==> src/rtl/dithdac_pkg.sv <==
package dithdac_pkg;

  // Widest accumulator the generic helpers below are written for.
  localparam int unsigned MAX_W = 16;

  // Fractional sum with the carry placed above the low MAX_W bits.
  function automatic logic [MAX_W:0] frac_sum(input logic [MAX_W-1:0] acc,
                                              input logic [MAX_W-1:0] step);
    return {1'b0, acc} + {1'b0, step};
  endfunction

  // Raise a code by one unless it already sits at the supplied ceiling.
  function automatic logic [MAX_W-1:0] bump_sat(input logic [MAX_W-1:0] code,
                                               input logic              bump,
                                               input logic [MAX_W-1:0] ceil);
    if (!bump || code == ceil) return code;
    return code + 1'b1;
  endfunction

endpackage

==> src/rtl/dd_setting_split.sv <==
module dd_setting_split #(
  parameter int unsigned CODE_W      = 8,
  parameter int unsigned FRAC_W      = 8,
  parameter int unsigned DITHER_USED = 8,
  localparam int unsigned SET_W      = CODE_W + FRAC_W
) (
  input  logic [SET_W-1:0]  setting_i,
  output logic [CODE_W-1:0] coarse_o,
  output logic [FRAC_W-1:0] dither_o
);
  logic [FRAC_W-1:0] raw_dither;

  assign coarse_o   = setting_i[SET_W-1:FRAC_W];
  assign raw_dither = setting_i[FRAC_W-1:0];

  // Keep only the upper dither bits the chosen effective resolution needs.
  generate
    if (DITHER_USED >= FRAC_W) begin : g_full
      assign dither_o = raw_dither;
    end else begin : g_trunc
      localparam int unsigned DROP = FRAC_W - DITHER_USED;
      assign dither_o = {raw_dither[FRAC_W-1 -: DITHER_USED], {DROP{1'b0}}};
    end
  endgenerate
endmodule

==> src/rtl/dd_frac_accum.sv <==
module dd_frac_accum
  import dithdac_pkg::*;
#(
  parameter int unsigned FRAC_W = 8
) (
  input  logic              clk_i,
  input  logic              rst_i,
  input  logic              upd_i,
  input  logic [FRAC_W-1:0] dither_i,
  output logic              carry_o,
  output logic [FRAC_W-1:0] acc_o
);
  logic [FRAC_W-1:0] acc_q;
  logic [MAX_W:0]    wide_sum;
  logic [FRAC_W:0]   step_sum;

  assign wide_sum = frac_sum(MAX_W'(acc_q), MAX_W'(dither_i));
  assign step_sum = wide_sum[FRAC_W:0];

  // Carry event for this update only.
  assign carry_o = upd_i & step_sum[FRAC_W];
  assign acc_o   = acc_q;

  always_ff @(posedge clk_i) begin
    if (rst_i)      acc_q <= '0;
    else if (upd_i) acc_q <= step_sum[FRAC_W-1:0];
  end
endmodule

==> src/rtl/dd_code_stage.sv <==
module dd_code_stage
  import dithdac_pkg::*;
#(
  parameter int unsigned CODE_W = 8
) (
  input  logic              clk_i,
  input  logic              rst_i,
  input  logic              upd_i,
  input  logic              carry_i,
  input  logic [CODE_W-1:0] coarse_i,
  output logic [CODE_W-1:0] code_o,
  output logic              valid_o
);
  localparam logic [CODE_W-1:0] CODE_MAX = '1;

  logic [MAX_W-1:0]  wide_next;
  logic [CODE_W-1:0] next_code;

  assign wide_next = bump_sat(MAX_W'(coarse_i), carry_i, MAX_W'(CODE_MAX));
  assign next_code = wide_next[CODE_W-1:0];

  always_ff @(posedge clk_i) begin
    if (rst_i) begin
      code_o  <= '0;
      valid_o <= 1'b0;
    end else begin
      valid_o <= upd_i;
      if (upd_i) code_o <= next_code;
    end
  end
endmodule

==> src/rtl/dither_dac_extender.sv <==
module dither_dac_extender #(
  parameter int unsigned CODE_W      = 8,
  parameter int unsigned FRAC_W      = 8,
  parameter int unsigned DITHER_USED = 8
) (
  input  logic                       clk_i,
  input  logic                       rst_i,
  input  logic                       upd_i,
  input  logic [CODE_W+FRAC_W-1:0]   setting_i,
  output logic [CODE_W-1:0]          dac_code_o,
  output logic                       dac_valid_o
);
  // Named internal events, brought out for the bound checker.
  logic [CODE_W-1:0] coarse_w;
  logic [FRAC_W-1:0] dither_w;
  logic [FRAC_W-1:0] acc_w;
  logic              carry_w;

  dd_setting_split #(
    .CODE_W(CODE_W), .FRAC_W(FRAC_W), .DITHER_USED(DITHER_USED)
  ) u_split (
    .setting_i(setting_i),
    .coarse_o (coarse_w),
    .dither_o (dither_w)
  );

  dd_frac_accum #(.FRAC_W(FRAC_W)) u_accum (
    .clk_i   (clk_i),
    .rst_i   (rst_i),
    .upd_i   (upd_i),
    .dither_i(dither_w),
    .carry_o (carry_w),
    .acc_o   (acc_w)
  );

  dd_code_stage #(.CODE_W(CODE_W)) u_code (
    .clk_i   (clk_i),
    .rst_i   (rst_i),
    .upd_i   (upd_i),
    .carry_i (carry_w),
    .coarse_i(coarse_w),
    .code_o  (dac_code_o),
    .valid_o (dac_valid_o)
  );
endmodule

==> config.mk <==
export PLATFORM = sky130hd
export DESIGN_NAME = dither_dac_extender
export DESIGN_NICKNAME = d
export VERILOG_FILES = /design/src/rtl/dithdac_pkg.sv /design/src/rtl/dd_setting_split.sv /design/src/rtl/dd_frac_accum.sv /design/src/rtl/dd_code_stage.sv /design/src/rtl/dither_dac_extender.sv
export SDC_FILE = /design/constraint.sdc
export NUM_CORES = 1
export LEC_CHECK = 0
export ABC_AREA = 1
export BUFFER_PORTS_ARGS = -buffer_cell sky130_fd_sc_hd__buf_4
export CAP_MARGIN = 20
export CORE_MARGIN = 10
export CORE_UTILIZATION = 31
export CTS_CLUSTER_DIAMETER = 60
export DETAILED_ROUTE_END_ITERATION = 6
export HOLD_SLACK_MARGIN = 0.06
export PLACE_DENSITY = 0.46
export SYNTH_ARGS = -nofsm -noshare
export SYNTH_HDL_FRONTEND = slang
export SYNTH_HIERARCHICAL = 1
export SYNTH_SLANG_ARGS = --single-unit
==> constraint.sdc <==
create_clock -name clk_i -period 6.77 [get_ports clk_i]
set_clock_uncertainty 0.2 [all_clocks]
set_input_delay 0.3385 -clock clk_i [delete_from_list [all_inputs] [get_ports clk_i]]
set_output_delay 0.3385 -clock clk_i [all_outputs]
set_load 0.005 [all_outputs]
After elaboration in Yosys (flattened, before gate mapping) --
Index checks and enable logic that the tools add are counted. W data, S select, Z words.
Word-level totals: register bits after elaboration 17, word-level logic and storage cells 12, input port bits 19
Operators by class: muxes and demuxes 3, bitwise operators 1, equal/unequal tests 1, $add $sub $neg 2, reductions and logical operators 2
Operator list (count):
- $mux W8 | 2
- $add A8 B8 Y9 | 1
- $add A8 B1 Y8 const B | 1
- $eq A8 B8 Y1 const B | 1
- $and A1 B1 Y1 | 1
- $logic_not A1 Y1 | 1
- $logic_or A1 B1 Y1 | 1
- $mux W1 | 1

Logic depth before layout (Yosys ltp) --
word-level depth 6, gate-level depth with buffers 19

Hierarchy --
Netlist, hierarchy kept.
By module, submodules not included:
- dd_frac_accum | sequential area each 160.2 sq um, area each 690.7 sq um, cells an instance 109, times used 1
- dd_code_stage | sequential area each 180.2 sq um, area each 575.6 sq um, cells an instance 88, times used 1
- dd_setting_split | sequential area each 0.0 sq um, area each 120.1 sq um, cells an instance 16, times used 1

Worst setup path before layout --
OpenSTA, ideal clock, no wires.
path type input to register, start input setting_i[0], end register u_code.code_o[5], slack 4.202 ns, required time 6.461 ns, stages 19, arrival time 2.259 ns, buffers on the path 1, setup time 0.109 ns, cell sequence buf_4 ha_1 inv_1 fa_1 inv_1 nand2_1 nand2_1 and2_4 nand4_1 a21oi_1 nand2_1 inv_1 nand2_1 nor2_1 nand2_1 nand2_1 nand3_1 nand2_1 inv_1
Between the ends: word-level cells in the longest chain between the ends 6
RTL lines:
- start: declaration | RTL line dither_dac_extender.sv:9 | input logic [CODE_W+FRAC_W-1:0] setting_i,
- $add A8 B8 Y9 | RTL line dithdac_pkg.sv:9 | return {1'b0, acc} + {1'b0, step};
- $and A1 B1 Y1 | RTL line dd_frac_accum.sv:21 | assign carry_o = upd_i & step_sum[FRAC_W];
- via carry_w | RTL line dither_dac_extender.sv:17 | logic carry_w;
- $logic_not A1 Y1 | RTL line dithdac_pkg.sv:16 | if (!bump || code == ceil) return code;
- $logic_or A1 B1 Y1 | RTL line dithdac_pkg.sv:16
- $mux W1 | RTL line dithdac_pkg.sv:16
- $mux W8 | RTL line dithdac_pkg.sv:17 | return code + 1'b1;
- end signal: assignment | RTL line dd_code_stage.sv:28 | if (upd_i) code_o <= next_code;
- end: declaration | RTL line dd_code_stage.sv:11 | output logic [CODE_W-1:0] code_o,
The timed path passes the listed nets, and every way through them passes these cells. A chain may end at the register's enable or synchronous reset.

Worst setup path after layout --
start register u_accum.acc_q[0], in the netlist u_accum/acc_o[0], end register u_code.code_o[5]
Between the ends: word-level cells in the longest chain between the ends 6
RTL lines:
- start: declaration | RTL line dd_frac_accum.sv:13 | logic [FRAC_W-1:0] acc_q;
- start signal: assignment | RTL line dd_frac_accum.sv:26 | else if (upd_i) acc_q <= step_sum[FRAC_W-1:0];
- $add A8 B8 Y9 | RTL line dithdac_pkg.sv:9
- $and A1 B1 Y1 | RTL line dd_frac_accum.sv:21
- via carry_w | RTL line dither_dac_extender.sv:17
- $logic_not A1 Y1 | RTL line dithdac_pkg.sv:16
- $logic_or A1 B1 Y1 | RTL line dithdac_pkg.sv:16
- $mux W1 | RTL line dithdac_pkg.sv:16
- $mux W8 | RTL line dithdac_pkg.sv:17
The timed path passes the listed nets, and every way through them passes these cells.

==> impl_metrics.yaml <==
outcome:
  status: "finished, final reports clean"
sta:
  worst_pin_slew_ps: 482
  finalCritPeriodShare: 0.404
  layout_setup_ws_ps: 4030
  finalMaxSlewViolations: 0
  finalCriticalPeriod_ps: 2740
  setup_viol: 0
  rsz0062_at_grt: "false"
  fmax_mhz: 366
  setup_tns_ps: 0
  hold_viol: 0
  slew_headroom: 0.679
global_routing:
  grtUsageTotal: 0.0878
  grt_overflow: 0
  grt_max_degree: 32
  grt_pass1_wl_um: 5490
  grt_pass1_vias: 1219
  grt_antenna_before_repair: 0
hold_path:
  worstHoldStart: "setting_i[9]"
  hold_depth: 3
  min_to: "u_code/code_o[1]"
  hold_class: "primary input to register"
synth:
  synth_common_cells: "nand2_1 (51), inv_1 (30), nor2_1 (27), nand3_1 (20)"
  synth_top_area_cell: "dfxtp_1"
  synthXorXnorAreaFrac: 0.00632
  synth_nets: 242
  ys_ff_latch: 17
  yosysUniqueCellTypes: 30
  syn-cell-area_mm2: 0.00139
  synth-adder-area-share: 0.0957
  yosysTopAreaCellShare: 0.245
  async_flop_share: 0
  synth_top_family_by_area: "simple AND/OR/NAND/NOR gates"
  synth_edf_count: 0
  netlist_instances: 213
  yosysSeqAreaShare: 0.245
  synth_compound_area_frac: 0.0767
  netlist_top_cells_area: "dfxtp_1 (25%), nand2_1 (14%), buf_4 (9.2%), ha_1 (8.1%), inv_1 (8.1%)"
  synth.most_common_cell: "nand2_1"
  synth_ff_type: "dfxtp_1"
  muxShareOfSynthArea: 0
  synthSimpleGateAreaFrac: 0.379
  syn_avg_cell_area_um2: 6.51
  ys_warn_count: 6
power_and_ir_drop:
  power_mw: 0.271
  ir_worst_vdd_mv: 0.0622
  powerDensity_mw_per_mm2: 175
  p_leak_nw: 0.846
drt:
  num_vias: 1216
  drc: 0
  drt_pass1_iterations: 4
  routedWlPerCell_um: 10.9
  first_iter_violations: 55
  ant_nets: 0
  vias_per_cell: 4.39
  wl_um: 3020
worst_setup_path:
  crit_type: "register to register"
  path_max_fanout: 7
  worstReg2RegEnd: "u_code/code_o[5]"
  worst-endpoint-arrival_ps: 2690
  cp_common_cell: "nand2_1"
  crit_required_ps: 6720
  critPathMaxStageDelay_ps: 410
  crit_chain: "ha_1, inv_1, fa_1, inv_1, nand2_1, nand2_1, and2_4, nand4_1, a21oi_1, nand2_1, inv_1, nand2_1, nor2_1, nand2_1, nand2_1, nand3_1, nand2_1, inv_1"
  end_kind: "register"
  reg2reg_depth: 18
  r2r_setup_slack_ps: 4030
  rr_startpoint: "u_accum/acc_o[0]"
  slowest_stage: "a21oi_1"
  crit_path_start_kind: "register"
die:
  io_pins: 28
  core_area_mm2: 0.00435
  die_h_um: 86.9
  row_count: 24
  die_area_mm2: 0.00755
  start_util: 0.318
  die_w_um: 86.9
cts:
  cts_buffer_depth: 2
  clock-root-buffer: "clkbuf_8"
  cts_tree: "yes"
  cts_setup_buffers: 0
  numClockSinks: 17
  cts_hold_buf: 0
  cts_made_buffers: 3
  path_clk_slew_ps: 70
  post_cts_resized: 0
  htreeDepth: 1
  clock_latency_ps: 250
placed_design:
  placed_cell_area_mm2: 0.00150
  io_buffers: 27
  dp_cells: 273
  dpl.hpwl_um: 2360
  dp_slack_ps: 3970
  gp_congestion: 0.733
final_layout:
  final_layout_size_suffix_gt1_frac: 0.178
  stdcell_count: 277
  n_fill_cell: 493
  num-nets-final: 255
  n_antenna_cell: 0
  syn_to_final_growth_pct: 11.6
  fin_area_mm2: 0.00155
flow_run:
  maxCapViolCount: 0
==> worst max-delay path by stage <==
| stage | start | to | slack, ps | cells past startpoint |
|---|---|---|---|---|
| floorplan | setting_i[0] | u_code/code_o[5] | 4200 | 19 |
| global placement | setting_i[0] | u_code/code_o[5] | 4010 | 19 |
| detailed placement | setting_i[0] | u_code/code_o[5] | 3970 | 19 |
| CTS | u_accum/acc_o[0] | u_code/code_o[5] | 4030 | 18 |
| global route | u_accum/acc_o[0] | u_code/code_o[5] | 3610 | 18 |
| finish | u_accum/acc_o[0] | u_code/code_o[5] | 4030 | 18 |
==> cells by family (layout without fill, tap and decap cells) <==
group | count (synthesis) | count (layout)
AOI/OAI and AO/OA | 19 | 19
xor gates and xnor gates | 1 | 1
adders and majority gates | 10 | 10
buffers and inverters | 51 | 63
DFF | 17 | 17
and+or+nand+nor | 115 | 115
==> worst max-delay path, delay by kind of cell, from the launching register on <==
kind                       cells  cell delay, ps
AOI/OAI and AO/OA              1             410
adders and majority gates      2             560
buffers and inverters          4             230
DFF                            1             340
and+or+nand+nor               11             880
==> registers in the layout, indices dropped and copies added (netlist names) <==
| name | count |
|---|---|
| u_accum/acc_o | 8 |
| u_code/code_o | 8 |
| u_code/valid_o | 1 |
==> power by group <==
group	switching (mW)	internal, mW
Combinational	0.0450	0.0370
Clock	0.0349	0.0417
Sequential	0.00421	0.108
==> metal layers <==
metal,track usage,vias to the layer above,wire length (µm)
li1,-,670,-
met1,0.109,528,1470
met2,0.137,16,1360
met3,0.0281,2,157
met4,0.0353,0,39
met5,0,-,0
==> cell usage in the layout, fill, tap and decap left out, drive strengths merged <==
cell type	synthesis	final
nand2	54	54
inv	31	31
nor2	30	30
buf	18	27
nand3	20	20
dfxtp	17	17
a21oi	11	11
ha	9	9
o21ai	5	5
nand3b	4	4
clkbuf	1	4
or2	4	4
and2	1	1
clkinv	1	1
nand4	1	1
o21a	1	1
xnor2	1	1
a211oi	1	1
fa	1	1
a21o	1	1
nor3	1	1
==> stage by stage <==
step | hold WS (ps) | utilization
6_report | 177 | 0.355
2_1_floorplan | 208 | -
4_1_cts | 168 | 0.355
3_3_place_gp | 261 | 0.345
3_5_place_dp | 259 | 0.345
5_1_grt | 179 | 0.355
==> layout make-up <==
| class | instances | area (µm²) | area share |
|---|---|---|---|
| flip-flops and latches | 17 | 340 | 0.220 |
| inverters | 32 | 120 | 0.0777 |
| multi-input cells | 145 | 773 | 0.500 |
| repair buffers | 27 | 203 | 0.131 |
| clock buffers | 4 | 45.0 | 0.0291 |
| well taps | 52 | 65.1 | 0.0421 |
No activity file was read; power rests on OpenSTA's default activity.
